$ cat src/rtl/dga_pkg.sv
package dga_pkg;
  typedef enum logic [2:0] {
    CZ_REG   = 3'd0,
    CZ_ROB   = 3'd1,
    CZ_SCHED = 3'd2,
    CZ_LQ    = 3'd3,
    CZ_SQ    = 3'd4,
    CZ_GROUP = 3'd5,
    CZ_NONE  = 3'd7
  } cause_e;
  localparam int NCAUSE = 6;
endpackage

$ cat src/rtl/dga_occ.sv
// Occupancy counter for one credit-managed resource.
module dga_occ #(
  parameter int W = 6
) (
  input  logic         clk,
  input  logic         rst_n,
  input  logic [W-1:0] take,
  input  logic [W-1:0] give,
  output logic [W-1:0] used
);
  always_ff @(posedge clk or negedge rst_n) begin
    if (!rst_n) used <= '0;
    else        used <= used + take - give;
  end
endmodule

$ cat src/rtl/dga_admit.sv
// Combinational in-order admission walk over the head lanes.
module dga_admit import dga_pkg::*; #(
  parameter int LANES       = 4,
  parameter int UOP_W       = 3,
  parameter int DST_W       = 2,
  parameter int NSCHED      = 3,
  parameter int SID_W       = 2,
  parameter int ROB_DEPTH   = 32,
  parameter int SCHED_DEPTH = 8,
  parameter int LQ_DEPTH    = 8,
  parameter int SQ_DEPTH    = 8,
  parameter int PRF_W       = 8,
  parameter int ROBC_W      = 6,
  parameter int RGC_W       = 9,
  parameter int SCC_W       = 4,
  parameter int LQC_W       = 4,
  parameter int SQC_W       = 4,
  parameter int WW          = 3,
  parameter int SUM_W       = 5
) (
  input  logic [WW-1:0]                 eff_width,
  input  logic [PRF_W-1:0]              prf_size,
  input  logic [LANES-1:0]              valid,
  input  logic [LANES-1:0][UOP_W-1:0]   uops,
  input  logic [LANES-1:0][DST_W-1:0]   dsts,
  input  logic [LANES-1:0][SID_W-1:0]   sched,
  input  logic [LANES-1:0]              load,
  input  logic [LANES-1:0]              store,
  input  logic [LANES-1:0]              solo,
  input  logic [ROBC_W-1:0]             rob_used,
  input  logic [RGC_W-1:0]              reg_used,
  input  logic [NSCHED-1:0][SCC_W-1:0]  sch_used,
  input  logic [LQC_W-1:0]              lq_used,
  input  logic [SQC_W-1:0]              sq_used,
  output logic [LANES-1:0]              ready,
  output cause_e                        cause,
  output logic [SUM_W-1:0]              tot_uops,
  output logic [ROBC_W-1:0]             rob_take,
  output logic [RGC_W-1:0]              reg_take,
  output logic [NSCHED-1:0][SCC_W-1:0]  sch_take,
  output logic [LQC_W-1:0]              lq_take,
  output logic [SQC_W-1:0]              sq_take
);
  localparam int AW = 16;

  logic [AW-1:0]              gc, rob_a, reg_a, lq_a, sq_a, s_used, s_acc;
  logic [NSCHED-1:0][AW-1:0]  sch_a;
  logic                       stop, solo_in, hit_s;

  always_comb begin
    ready   = '0;
    cause   = CZ_NONE;
    gc      = '0;
    rob_a   = '0;
    reg_a   = '0;
    lq_a    = '0;
    sq_a    = '0;
    sch_a   = '0;
    stop    = 1'b0;
    solo_in = 1'b0;
    s_used  = '0;
    s_acc   = '0;
    hit_s   = 1'b0;
    for (int i = 0; i < LANES; i++) begin
      s_used = '0;
      s_acc  = '0;
      hit_s  = 1'b0;
      for (int k = 0; k < NSCHED; k++) begin
        if (sched[i] == SID_W'(k)) begin
          hit_s  = 1'b1;
          s_used = AW'(sch_used[k]);
          s_acc  = sch_a[k];
        end
      end
      if (!stop) begin
        if (!valid[i]) begin
          stop = 1'b1;
        end else if (gc >= AW'(eff_width) ||
                     (gc != '0 && gc + AW'(uops[i]) > AW'(eff_width))) begin
          stop = 1'b1;                      // group full: no stall charged
        end else if (gc != '0 && (solo[i] || solo_in)) begin
          stop  = 1'b1;
          cause = CZ_GROUP;
        end else if (prf_size != '0 &&
                     AW'(reg_used) + reg_a + AW'(dsts[i]) > AW'(prf_size)) begin
          stop  = 1'b1;
          cause = CZ_REG;
        end else if (AW'(rob_used) + rob_a + AW'(uops[i]) > AW'(ROB_DEPTH)) begin
          stop  = 1'b1;
          cause = CZ_ROB;
        end else if (hit_s && s_used + s_acc + AW'(1) > AW'(SCHED_DEPTH)) begin
          stop  = 1'b1;
          cause = CZ_SCHED;
        end else if (load[i] && AW'(lq_used) + lq_a + AW'(1) > AW'(LQ_DEPTH)) begin
          stop  = 1'b1;
          cause = CZ_LQ;
        end else if (store[i] && AW'(sq_used) + sq_a + AW'(1) > AW'(SQ_DEPTH)) begin
          stop  = 1'b1;
          cause = CZ_SQ;
        end else begin
          ready[i] = 1'b1;
          gc       = gc + AW'(uops[i]);
          rob_a    = rob_a + AW'(uops[i]);
          reg_a    = reg_a + AW'(dsts[i]);
          lq_a     = lq_a + AW'(load[i]);
          sq_a     = sq_a + AW'(store[i]);
          solo_in  = solo_in | solo[i];
          for (int k = 0; k < NSCHED; k++)
            if (sched[i] == SID_W'(k)) sch_a[k] = sch_a[k] + AW'(1);
        end
      end
    end
    tot_uops = SUM_W'(gc);
    rob_take = ROBC_W'(rob_a);
    reg_take = RGC_W'(reg_a);
    lq_take  = LQC_W'(lq_a);
    sq_take  = SQC_W'(sq_a);
    for (int k = 0; k < NSCHED; k++) sch_take[k] = SCC_W'(sch_a[k]);
  end
endmodule

$ cat src/rtl/dga_stats.sv
// Stall-reason counters and dispatch-size histogram.
module dga_stats import dga_pkg::*; #(
  parameter int DW     = 4,
  parameter int SUM_W  = 5,
  parameter int CNT_W  = 16
) (
  input  logic                          clk,
  input  logic                          rst_n,
  input  cause_e                        cause,
  input  logic [SUM_W-1:0]              tot_uops,
  output logic [NCAUSE-1:0][CNT_W-1:0]  stall_cnt,
  output logic [DW:0][CNT_W-1:0]        hist_cnt
);
  logic [SUM_W-1:0] bin;
  assign bin = (tot_uops > SUM_W'(DW)) ? SUM_W'(DW) : tot_uops;

  for (genvar k = 0; k < NCAUSE; k++) begin : g_stall
    always_ff @(posedge clk or negedge rst_n) begin
      if (!rst_n)                   stall_cnt[k] <= '0;
      else if (cause == cause_e'(k)) stall_cnt[k] <= stall_cnt[k] + 1'b1;
    end
  end

  for (genvar b = 0; b <= DW; b++) begin : g_hist
    always_ff @(posedge clk or negedge rst_n) begin
      if (!rst_n)                 hist_cnt[b] <= '0;
      else if (bin == SUM_W'(b))  hist_cnt[b] <= hist_cnt[b] + 1'b1;
    end
  end
endmodule

$ cat src/rtl/dispatch_admit_ctrl.sv
module dispatch_admit_ctrl import dga_pkg::*; #(
  parameter int DW          = 4,
  parameter int UOP_W       = 3,
  parameter int DST_W       = 2,
  parameter int NSCHED      = 3,
  parameter int ROB_DEPTH   = 32,
  parameter int SCHED_DEPTH = 8,
  parameter int LQ_DEPTH    = 8,
  parameter int SQ_DEPTH    = 8,
  parameter int PRF_W       = 8,
  parameter int CNT_W       = 16,
  localparam int WW     = $clog2(DW + 1),
  localparam int SID_W  = (NSCHED > 1) ? $clog2(NSCHED) : 1,
  localparam int ROBC_W = $clog2(ROB_DEPTH + 1),
  localparam int RGC_W  = PRF_W + 1,
  localparam int SCC_W  = $clog2(SCHED_DEPTH + 1),
  localparam int LQC_W  = $clog2(LQ_DEPTH + 1),
  localparam int SQC_W  = $clog2(SQ_DEPTH + 1),
  localparam int SUM_W  = $clog2(DW * ((1 << UOP_W) - 1) + 1)
) (
  input  logic                          clk,
  input  logic                          rst_n,
  input  logic [WW-1:0]                 cfg_width,
  input  logic [PRF_W-1:0]              cfg_prf_size,
  input  logic [DW-1:0]                 in_valid,
  output logic [DW-1:0]                 in_ready,
  input  logic [DW-1:0][UOP_W-1:0]      in_uops,
  input  logic [DW-1:0][DST_W-1:0]      in_dsts,
  input  logic [DW-1:0][SID_W-1:0]      in_sched,
  input  logic [DW-1:0]                 in_load,
  input  logic [DW-1:0]                 in_store,
  input  logic [DW-1:0]                 in_solo,
  input  logic [ROBC_W-1:0]             rob_ret,
  input  logic [RGC_W-1:0]              reg_ret,
  input  logic [NSCHED-1:0]             sched_ret,
  input  logic [LQC_W-1:0]              lq_ret,
  input  logic [SQC_W-1:0]              sq_ret,
  output logic [NCAUSE-1:0][CNT_W-1:0]  stall_cnt,
  output logic [DW:0][CNT_W-1:0]        hist_cnt
);
  logic [WW-1:0]                eff_width;
  logic [ROBC_W-1:0]            rob_used, rob_take;
  logic [RGC_W-1:0]             reg_used, reg_take;
  logic [LQC_W-1:0]             lq_used, lq_take;
  logic [SQC_W-1:0]             sq_used, sq_take;
  logic [NSCHED-1:0][SCC_W-1:0] sch_used, sch_take;
  cause_e                       cause;
  logic [SUM_W-1:0]             tot_uops;

  assign eff_width = (cfg_width == '0 || cfg_width > WW'(DW)) ? WW'(DW) : cfg_width;

  dga_admit #(
    .LANES(DW), .UOP_W(UOP_W), .DST_W(DST_W), .NSCHED(NSCHED), .SID_W(SID_W),
    .ROB_DEPTH(ROB_DEPTH), .SCHED_DEPTH(SCHED_DEPTH), .LQ_DEPTH(LQ_DEPTH),
    .SQ_DEPTH(SQ_DEPTH), .PRF_W(PRF_W), .ROBC_W(ROBC_W), .RGC_W(RGC_W),
    .SCC_W(SCC_W), .LQC_W(LQC_W), .SQC_W(SQC_W), .WW(WW), .SUM_W(SUM_W)
  ) u_admit (
    .eff_width(eff_width), .prf_size(cfg_prf_size), .valid(in_valid),
    .uops(in_uops), .dsts(in_dsts), .sched(in_sched), .load(in_load),
    .store(in_store), .solo(in_solo), .rob_used(rob_used), .reg_used(reg_used),
    .sch_used(sch_used), .lq_used(lq_used), .sq_used(sq_used),
    .ready(in_ready), .cause(cause), .tot_uops(tot_uops), .rob_take(rob_take),
    .reg_take(reg_take), .sch_take(sch_take), .lq_take(lq_take), .sq_take(sq_take)
  );

  dga_occ #(.W(ROBC_W)) u_rob (.clk(clk), .rst_n(rst_n), .take(rob_take), .give(rob_ret), .used(rob_used));
  dga_occ #(.W(RGC_W))  u_reg (.clk(clk), .rst_n(rst_n), .take(reg_take), .give(reg_ret), .used(reg_used));
  dga_occ #(.W(LQC_W))  u_lq  (.clk(clk), .rst_n(rst_n), .take(lq_take),  .give(lq_ret),  .used(lq_used));
  dga_occ #(.W(SQC_W))  u_sq  (.clk(clk), .rst_n(rst_n), .take(sq_take),  .give(sq_ret),  .used(sq_used));

  for (genvar k = 0; k < NSCHED; k++) begin : g_sch
    dga_occ #(.W(SCC_W)) u_sch (
      .clk(clk), .rst_n(rst_n), .take(sch_take[k]),
      .give(SCC_W'(sched_ret[k])), .used(sch_used[k])
    );
  end

  dga_stats #(.DW(DW), .SUM_W(SUM_W), .CNT_W(CNT_W)) u_stats (
    .clk(clk), .rst_n(rst_n), .cause(cause), .tot_uops(tot_uops),
    .stall_cnt(stall_cnt), .hist_cnt(hist_cnt)
  );
endmodule

$ cat config.mk
export PLATFORM = sky130hd
export DESIGN_NAME = dispatch_admit_ctrl
export DESIGN_NICKNAME = d
export VERILOG_FILES = /design/src/rtl/dga_pkg.sv /design/src/rtl/dga_occ.sv /design/src/rtl/dga_admit.sv /design/src/rtl/dga_stats.sv /design/src/rtl/dispatch_admit_ctrl.sv
export SDC_FILE = /design/constraint.sdc
export NUM_CORES = 1
export LEC_CHECK = 0
export BUFFER_PORTS_ARGS = -buffer_cell sky130_fd_sc_hd__buf_2
export CORE_UTILIZATION = 59
export CTS_CLUSTER_DIAMETER = 80
export DETAILED_ROUTE_END_ITERATION = 16
export GPL_TIMING_DRIVEN = 0
export PLACE_DENSITY = 0.82
export REMOVE_ABC_BUFFERS = 1
export SLEW_MARGIN = 40
export SYNTH_ARGS = -nofsm -noshare
export SYNTH_HDL_FRONTEND = slang
export SYNTH_SLANG_ARGS = --single-unit
export TNS_END_PERCENT = 100
$ cat constraint.sdc
create_clock -name clk -period 24.9 [get_ports clk]
set_clock_uncertainty 0.05 [all_clocks]
set_input_delay 3.735 -clock clk [delete_from_list [all_inputs] [get_ports clk]]
set_output_delay 3.735 -clock clk [all_outputs]
set_load 0.01 [all_outputs]
==> flow_summary_export.csv, run 1 <==
group,metric,value,unit
route,drt-vias-per-instance,5.93,
synthesis,synth_top_family_by_area,"adder cells",
synthesis,syn_avg_cell_area,9.36,sq um
synthesis,synthFlopType,"dfrtp_1",
global_route,overflow,0,
timing,rsz0062_at_grt,"false",
critical_path,max_stage_delay,550,ps
route,drc,0,
critical_path,cp_num_buf_inv,13,
global_route,grt_pass1_vias,15500,
synthesis,synth_compound_area_frac,0.0973,
timing,setup_viol,0,
finish,area_growth,14.9,%
route,drt-total-wl,46100,um
finish,nNetsFinal,2487,
power,ir_drop,0.0528,mV
clock_tree,clock_sinks,211,
critical_path,path_delay_family,"simple AND/OR/NAND/NOR gates",
global_route,grt_pass1_wl,75700,um
timing,period_share,0.961,
timing,hold_viol,0,
synthesis,synth_warnings,0,
critical_path,rrSetupSlack,6040,ps
finish,layout-drive-gt1-share,0.182,
floorplan,row_count,63,
finish,fill_cells,2356,
finish,seq_area,0.00528,sq mm
synthesis,synth_edf_count,0,
synthesis,synth_cells,1901,
power,p_leak,10.7,nW
global_route,grt_usage,0.301,
floorplan,core,0.0296,sq mm
timing,final_max_slew_viol_count,0,
synthesis,synth_most_common_cell,"dfrtp_1",
timing,max-slew-margin-rel,0.435,
floorplan,die_h,176,um
timing,finalSetupTns,0,ps
timing,timing.final.crit_period,23920,ps
power,p_per_area,90.1,mW/mm^2
critical_path,crit_path_top_delay_cell,"a21boi_0",
clock_tree,cts_max_level,1,
clock_tree,clkLatencyLatePin,560,ps
synthesis,synth_area_leaders,"dfrtp_1, ha_1, xnor2_1",
clock_tree,clk_path_buf_depth,3,
route,via_count,15200,
route,drtIter0Drc,918,
clock_tree,cts_root_buf,"clkbuf_16",
synthesis,synth_xor_area_frac,0.122,
synthesis,yosys.area.top_type,"dfrtp_1",
clock_tree,hold_buffers,0,
timing,fin_hold_ws,418,ps
critical_path,critPathRequiredTime,21110,ps
clock_tree,cts_tree,"yes",
synthesis,async_reset_ff_frac,1.00,
place,gp_routability_congestion,0.928,
clock_tree,cts_buffers,25,
synthesis,synth_common_cells,"dfrtp_1, inv_1, ha_1",
synthesis,ys_ff_latch,211,
timing,max_freq,0.0418,GHz
synthesis,synth_top_area_frac,0.297,
synthesis,synthMuxAreaShare,0.0355,
synthesis,syn_area,0.0178,sq mm
route,wl_per_cell,18.0,um
floorplan,start_util,0.600,
place,dpl.hpwl,35900,um
outcome,status,"finished, final reports clean",
global_route,grt_max_degree,67,
critical_path,arrival,20130,ps
min_path,hold_path_class,"register to register",
global_route,antenna_found_initial,6,
synthesis,yosys.area_share.simple,0.197,
critical_path,crit_path_end_kind,"output pin",
power,power,1.84,mW
finish,multi_input_area,0.0116,sq mm
flow_run,drv_cap,0,
timing,tightest_slew,844,ps
synthesis,ys_seq_area_frac,0.297,
clock_tree,clkSlewWorstSetupHoldPaths,60,ps
synthesis,synth-adder-area-share,0.197,
critical_path,worstPathMaxFanout,21,
route,dr.pass1.iters,6,
route,antenna_left,0,
floorplan,pin_count,263,
critical_path,worst-setup-path-type,"input port to output pin",
critical_path,start_kind,"input port",
floorplan,fp.dieW,176,um
floorplan,dieArea,0.0309,sq mm
place,port_buffers,262,
synthesis,ys_types,91,
[through the flow]
step / cell area [sq um] / utilization / worst slack [ps] / cells
floorplan: 17600 / - / 3620 / 1861
global placement: 19400 / 0.655 / 96.7 / 2513
detailed placement: 19500 / 0.659 / 42.2 / 2516
CTS: 20400 / 0.687 / 23.1 / 2561
global route: 20400 / 0.690 / 6.93 / 2568
finish: 20400 / 0.690 / 981 / 2568
[area by class of cell]
type / instances / share of cell area
Timing Repair Buffer: 268 / 0.0698
Clock buffer: 32 / 0.0343
Antenna cell: 4 / 0.000490
Clock inverter: 13 / 0.00673
Multi-Input combinational cell: 1444 / 0.568
Sequential cell: 211 / 0.258
Tap cell: 390 / 0.0239
Inverter: 206 / 0.0381
[path summary, 6_finish.rpt]
path	from	to	cells past startpoint
min in group asynchronous	rst_n	u_stats.stall_cnt[30]	1
worst min register to register	u_stats.stall_cnt[95]	u_stats.stall_cnt[95]	1
worst min-delay path	u_stats.stall_cnt[95]	u_stats.stall_cnt[95]	1
max in group asynchronous	rst_n	u_stats.stall_cnt[34]	3
worst max register to register	u_reg.used[1]	u_reg.used[8]	78
worst max-delay path	in_dsts[0]	in_ready[3]	69
[sequential cells by signal, summed over array words and instances (netlist names)]
register	flops
g_sch.u_sch.used	12
u_lq.used	4
u_reg.used	9
u_rob.used	6
u_sq.used	4
u_stats.hist_cnt	80
u_stats.stall_cnt	96
[metal layers]
layer | global-route usage | wire length (um) | up-vias
met5 | 0 | 18 | -
met4 | 0.133 | 2030 | 4
met3 | 0.0422 | 2580 | 148
met2 | 0.508 | 21900 | 524
met1 | 0.385 | 19600 | 7390
li1 | - | - | 7161
[placed cells by master, fill, tap and decap left out, drive strengths merged, types with 36 or more instances in the layout]
cell type  count
nand3         73
inv          206
ha           194
xnor2        138
nand2        131
o21ai         47
and3          56
nor3          63
nand4         69
buf          268
a21oi         72
nor2          93
dfrtp        211
fa            54
mux2i         36
xor2         109
[where the power goes]
group	internal (mW)	leakage [nW]	switching (mW)
Combinational	0.412	7.51	0.521
Sequential	0.413	2.74	0.121
Clock	0.221	0.424	0.154
[what timing repair did]
action                                  4_1_cts  5_1_grt
gates resized for setup                       0        5
setup buffers                                 0        1
endpoints found under the setup margin        0        1
[logic make-up after synthesis]
group,after synthesis
other,2
AOI/OAI and AO/OA,254
DFF,211
and+or+nand+nor,635
buffers and inverters,246
muxes,58
xor gates and xnor gates,247
adders and majority gates,248
Note: power is estimated with default switching activity, not from simulation.
==> run 2, diff against run 1 <==
--- a/config.mk
+++ b/config.mk
@@ -15,5 +15,6 @@
 export SLEW_MARGIN = 40
 export SYNTH_ARGS = -nofsm -noshare
 export SYNTH_HDL_FRONTEND = slang
+export SYNTH_HIERARCHICAL = 1
 export SYNTH_SLANG_ARGS = --single-unit
 export TNS_END_PERCENT = 100
==> run 2 against run 1 <==
Synthesized cell count is 0.42% lower. Synthesized area is 0.32% higher. Sequential share of layout area hardly changed. Power is 1.2% lower. Utilization is 0.18 points lower. Fmax is 0.51% lower. Register-to-register slack worse by 200 ps. Critical path depth is 1 higher. Non-clock buffer count is 1 lower. Critical endpoint unchanged. Largest cell class unchanged.
==> flow_summary_export.csv, run 2 <==
group,metric,value,unit
outcome,status,"finished, final reports clean",
floorplan,row_count,63,
finish,nNetsFinal,2490,
floorplan,core,0.0297,sq mm
synthesis,ys_seq_area_frac,0.296,
route,via_count,14900,
min_path,hold_end,"u_stats/stall_cnt[79]",
timing,rsz0062_at_grt,"false",
route,antenna_left,0,
critical_path,setup.worst_path.start,"in_dsts[0]",
route,wl_per_cell,17.3,um
flow_run,drv_cap,0,
timing,setup_viol,0,
critical_path,r2r_end,"u_rob/used[4]",
critical_path,rr_startpoint,"u_reg/used[0]",
min_path,hold_path_depth,1,
route,drtIter0Drc,1129,
clock_tree,clk_path_buf_depth,3,
synthesis,ys_ff_latch,211,
synthesis,syn_area,0.0179,sq mm
route,dr.pass1.iters,6,
route,drt-vias-per-instance,5.78,
critical_path,critPathRequiredTime,21110,ps
timing,hold_viol,0,
critical_path,crit_path_end_kind,"output pin",
critical_path,reg2reg_depth,75,
power,power,1.82,mW
synthesis,ys_types,100,
clock_tree,cts_tree,"yes",
synthesis,syn_avg_cell_area,9.43,sq um
route,drc,0,
min_path,hold_path_class,"register to register",
critical_path,worst-setup-path-type,"input port to output pin",
critical_path,crit_cells,70,
place,gp_routability_congestion,0.900,
clock_tree,cts_buffers,23,
global_route,grt_max_degree,75,
place,dpl.hpwl,34900,um
synthesis,synth_cells,1893,
timing,timing.final.crit_period,24040,ps
timing,period_share,0.965,
critical_path,max_stage_delay,630,ps
clock_tree,clkLatencyLatePin,520,ps
timing,max_freq,0.0416,GHz
finish,final_cell_mix,"buf_2, inv_1, dfrtp_1",
global_route,overflow,0,
clock_tree,clock_sinks,211,
synthesis,synth_edf_count,0,
clock_tree,cts_max_level,1,
critical_path,rrSetupSlack,5840,ps
floorplan,fp.dieW,176,um
finish,fill_cells,2258,
finish,multi_input_area,0.0116,sq mm
synthesis,synth_warnings,6,
power,p_leak,10.6,nW
synthesis,synthFlopType,"dfrtp_1",
place,port_buffers,262,
synthesis,synth_top_area_frac,0.296,
critical_path,path_delay_family,"compound AO/OA/AOI/OAI gates",
critical_path,cp_num_buf_inv,13,
timing,final_max_slew_viol_count,0,
route,drt-total-wl,44700,um
timing,max-slew-margin-rel,0.413,
finish,top_regs,"u_stats/stall_cnt x96, u_stats/hist_cnt x80, g_sch.u_sch/used x12",
power,p_per_area,89.0,mW/mm^2
clock_tree,cts_root_buf,"clkbuf_16",
critical_path,crit_path_top_delay_cell,"o21ai_0",
finish,seq_area,0.00528,sq mm
floorplan,dieArea,0.0310,sq mm
critical_path,start_kind,"input port",
synthesis,synth_area_leaders,"dfrtp_1, ha_1, xnor2_1",
floorplan,pin_count,263,
synthesis,synth_most_common_cell,"inv_1",
finish,layout-drive-gt1-share,0.175,
finish,largest_reg_flops,96,
timing,finalSetupTns,0,ps
global_route,grt_usage,0.289,
global_route,grt_pass1_wl,73200,um
global_route,antenna_found_initial,11,
finish,area_growth,14.5,%
critical_path,arrival,20260,ps
global_route,grt_pass1_vias,14800,
critical_path,critPathMostFrequentCell,"inv_1",
clock_tree,clkSlewWorstSetupHoldPaths,60,ps
critical_path,worstPathMaxFanout,27,
finish,layout_commonest_cell,"buf_2",
power,ir_drop,0.0619,mV
synthesis,async_reset_ff_frac,1.00,
synthesis,yosys.area.top_type,"dfrtp_1",
finish,top_register,"u_stats/stall_cnt",
clock_tree,cts_setup_buffers,0,
floorplan,start_util,0.601,
min_path,worstHoldStart,"u_stats/stall_cnt[79]",
synthesis,synth_common_cells,"inv_1, dfrtp_1, ha_1",
timing,tightest_slew,878,ps
floorplan,die_h,176,um
-- run 2: cell types whose count changed after synthesis, sizes merged, moves of 11 or more --
cell,before,now
xor2,109,92
nand4,69,56
xnor2,138,156
buf,22,33
inv,205,229
and3,56,34
clkbuf,18,7
-- run 2: worst max path at each step --
stage	to	slack [ps]
after floorplan	in_ready[3]	4210
after global placement	in_ready[3]	720
after detailed placement	in_ready[3]	1100
after CTS	in_ready[3]	1090
after global routing	in_ready[3]	7
final	in_ready[3]	860
-- run 2: final cells by class --
| class | count | share of cell area |
|---|---|---|
| Timing Repair Buffer | 267 | 0.0694 |
| Clock inverter | 9 | 0.00441 |
| Inverter | 230 | 0.0424 |
| Antenna cell | 10 | 0.00122 |
| Multi-Input combinational cell | 1427 | 0.568 |
| Sequential cell | 211 | 0.258 |
| Tap cell | 390 | 0.0239 |
| Clock buffer | 31 | 0.0326 |
-- run 2: through the flow --
stage	instance area, sq um	hold WS [ps]	setup WS [ps]	std cells	utilization
final	20400	415	860	2575	0.688
after detailed placement	19600	405	1100	2525	0.661
after global placement	19500	404	716	2520	0.655
after CTS	20400	419	1090	2565	0.686
after floorplan	17700	454	4210	1868	-
after global routing	20400	423	6.82	2572	0.688
-- run 2: what timing repair did --
action,in CTS,in global routing
hold buffers,0,0
endpoints found under the setup margin,0,1
gates resized for setup,0,1
-- run 2: per-layer routing --
metal / global-route usage / vias to the layer above / wire length [um]
met2: 0.487 / 489 / 21300
met3: 0.0381 / 102 / 2690
met1: 0.381 / 7217 / 19100
met5: 0 / - / 27
met4: 0.106 / 4 / 1530
li1: - / 7082 / -
-- run 2: worst reg2reg max path: cells and delay by family, from the launching register on --
family | cells | cell delay, ps
multiplexers | 1 | 210
adder cells (fa/ha/maj) | 17 | 5660
AO/OA/AOI/OAI | 22 | 5920
XOR/XNOR | 5 | 630
buffers and inverters | 12 | 1440
flip-flops | 1 | 510
AND/OR/NAND/NOR | 18 | 4640
-- run 2: power by group --
part | internal (mW) | switching [mW]
combinational | 0.424 | 0.535
clock | 0.198 | 0.142
sequential | 0.411 | 0.110
-- run 2: cells by family (layout without fill, tap and decap cells) --
| group | Yosys count | after routing | share of synthesized area |
|---|---|---|---|
| other | 2 | 27 | 0.000421 |
| AOI/OAI and AO/OA | 276 | 276 | 0.109 |
| xor gates and xnor gates | 248 | 248 | 0.122 |
| DFF | 211 | 211 | 0.296 |
| muxes | 49 | 49 | 0.0291 |
| and+or+nand+nor | 590 | 590 | 0.184 |
| adders and majority gates | 247 | 247 | 0.199 |
| buffers and inverters | 270 | 537 | 0.0613 |
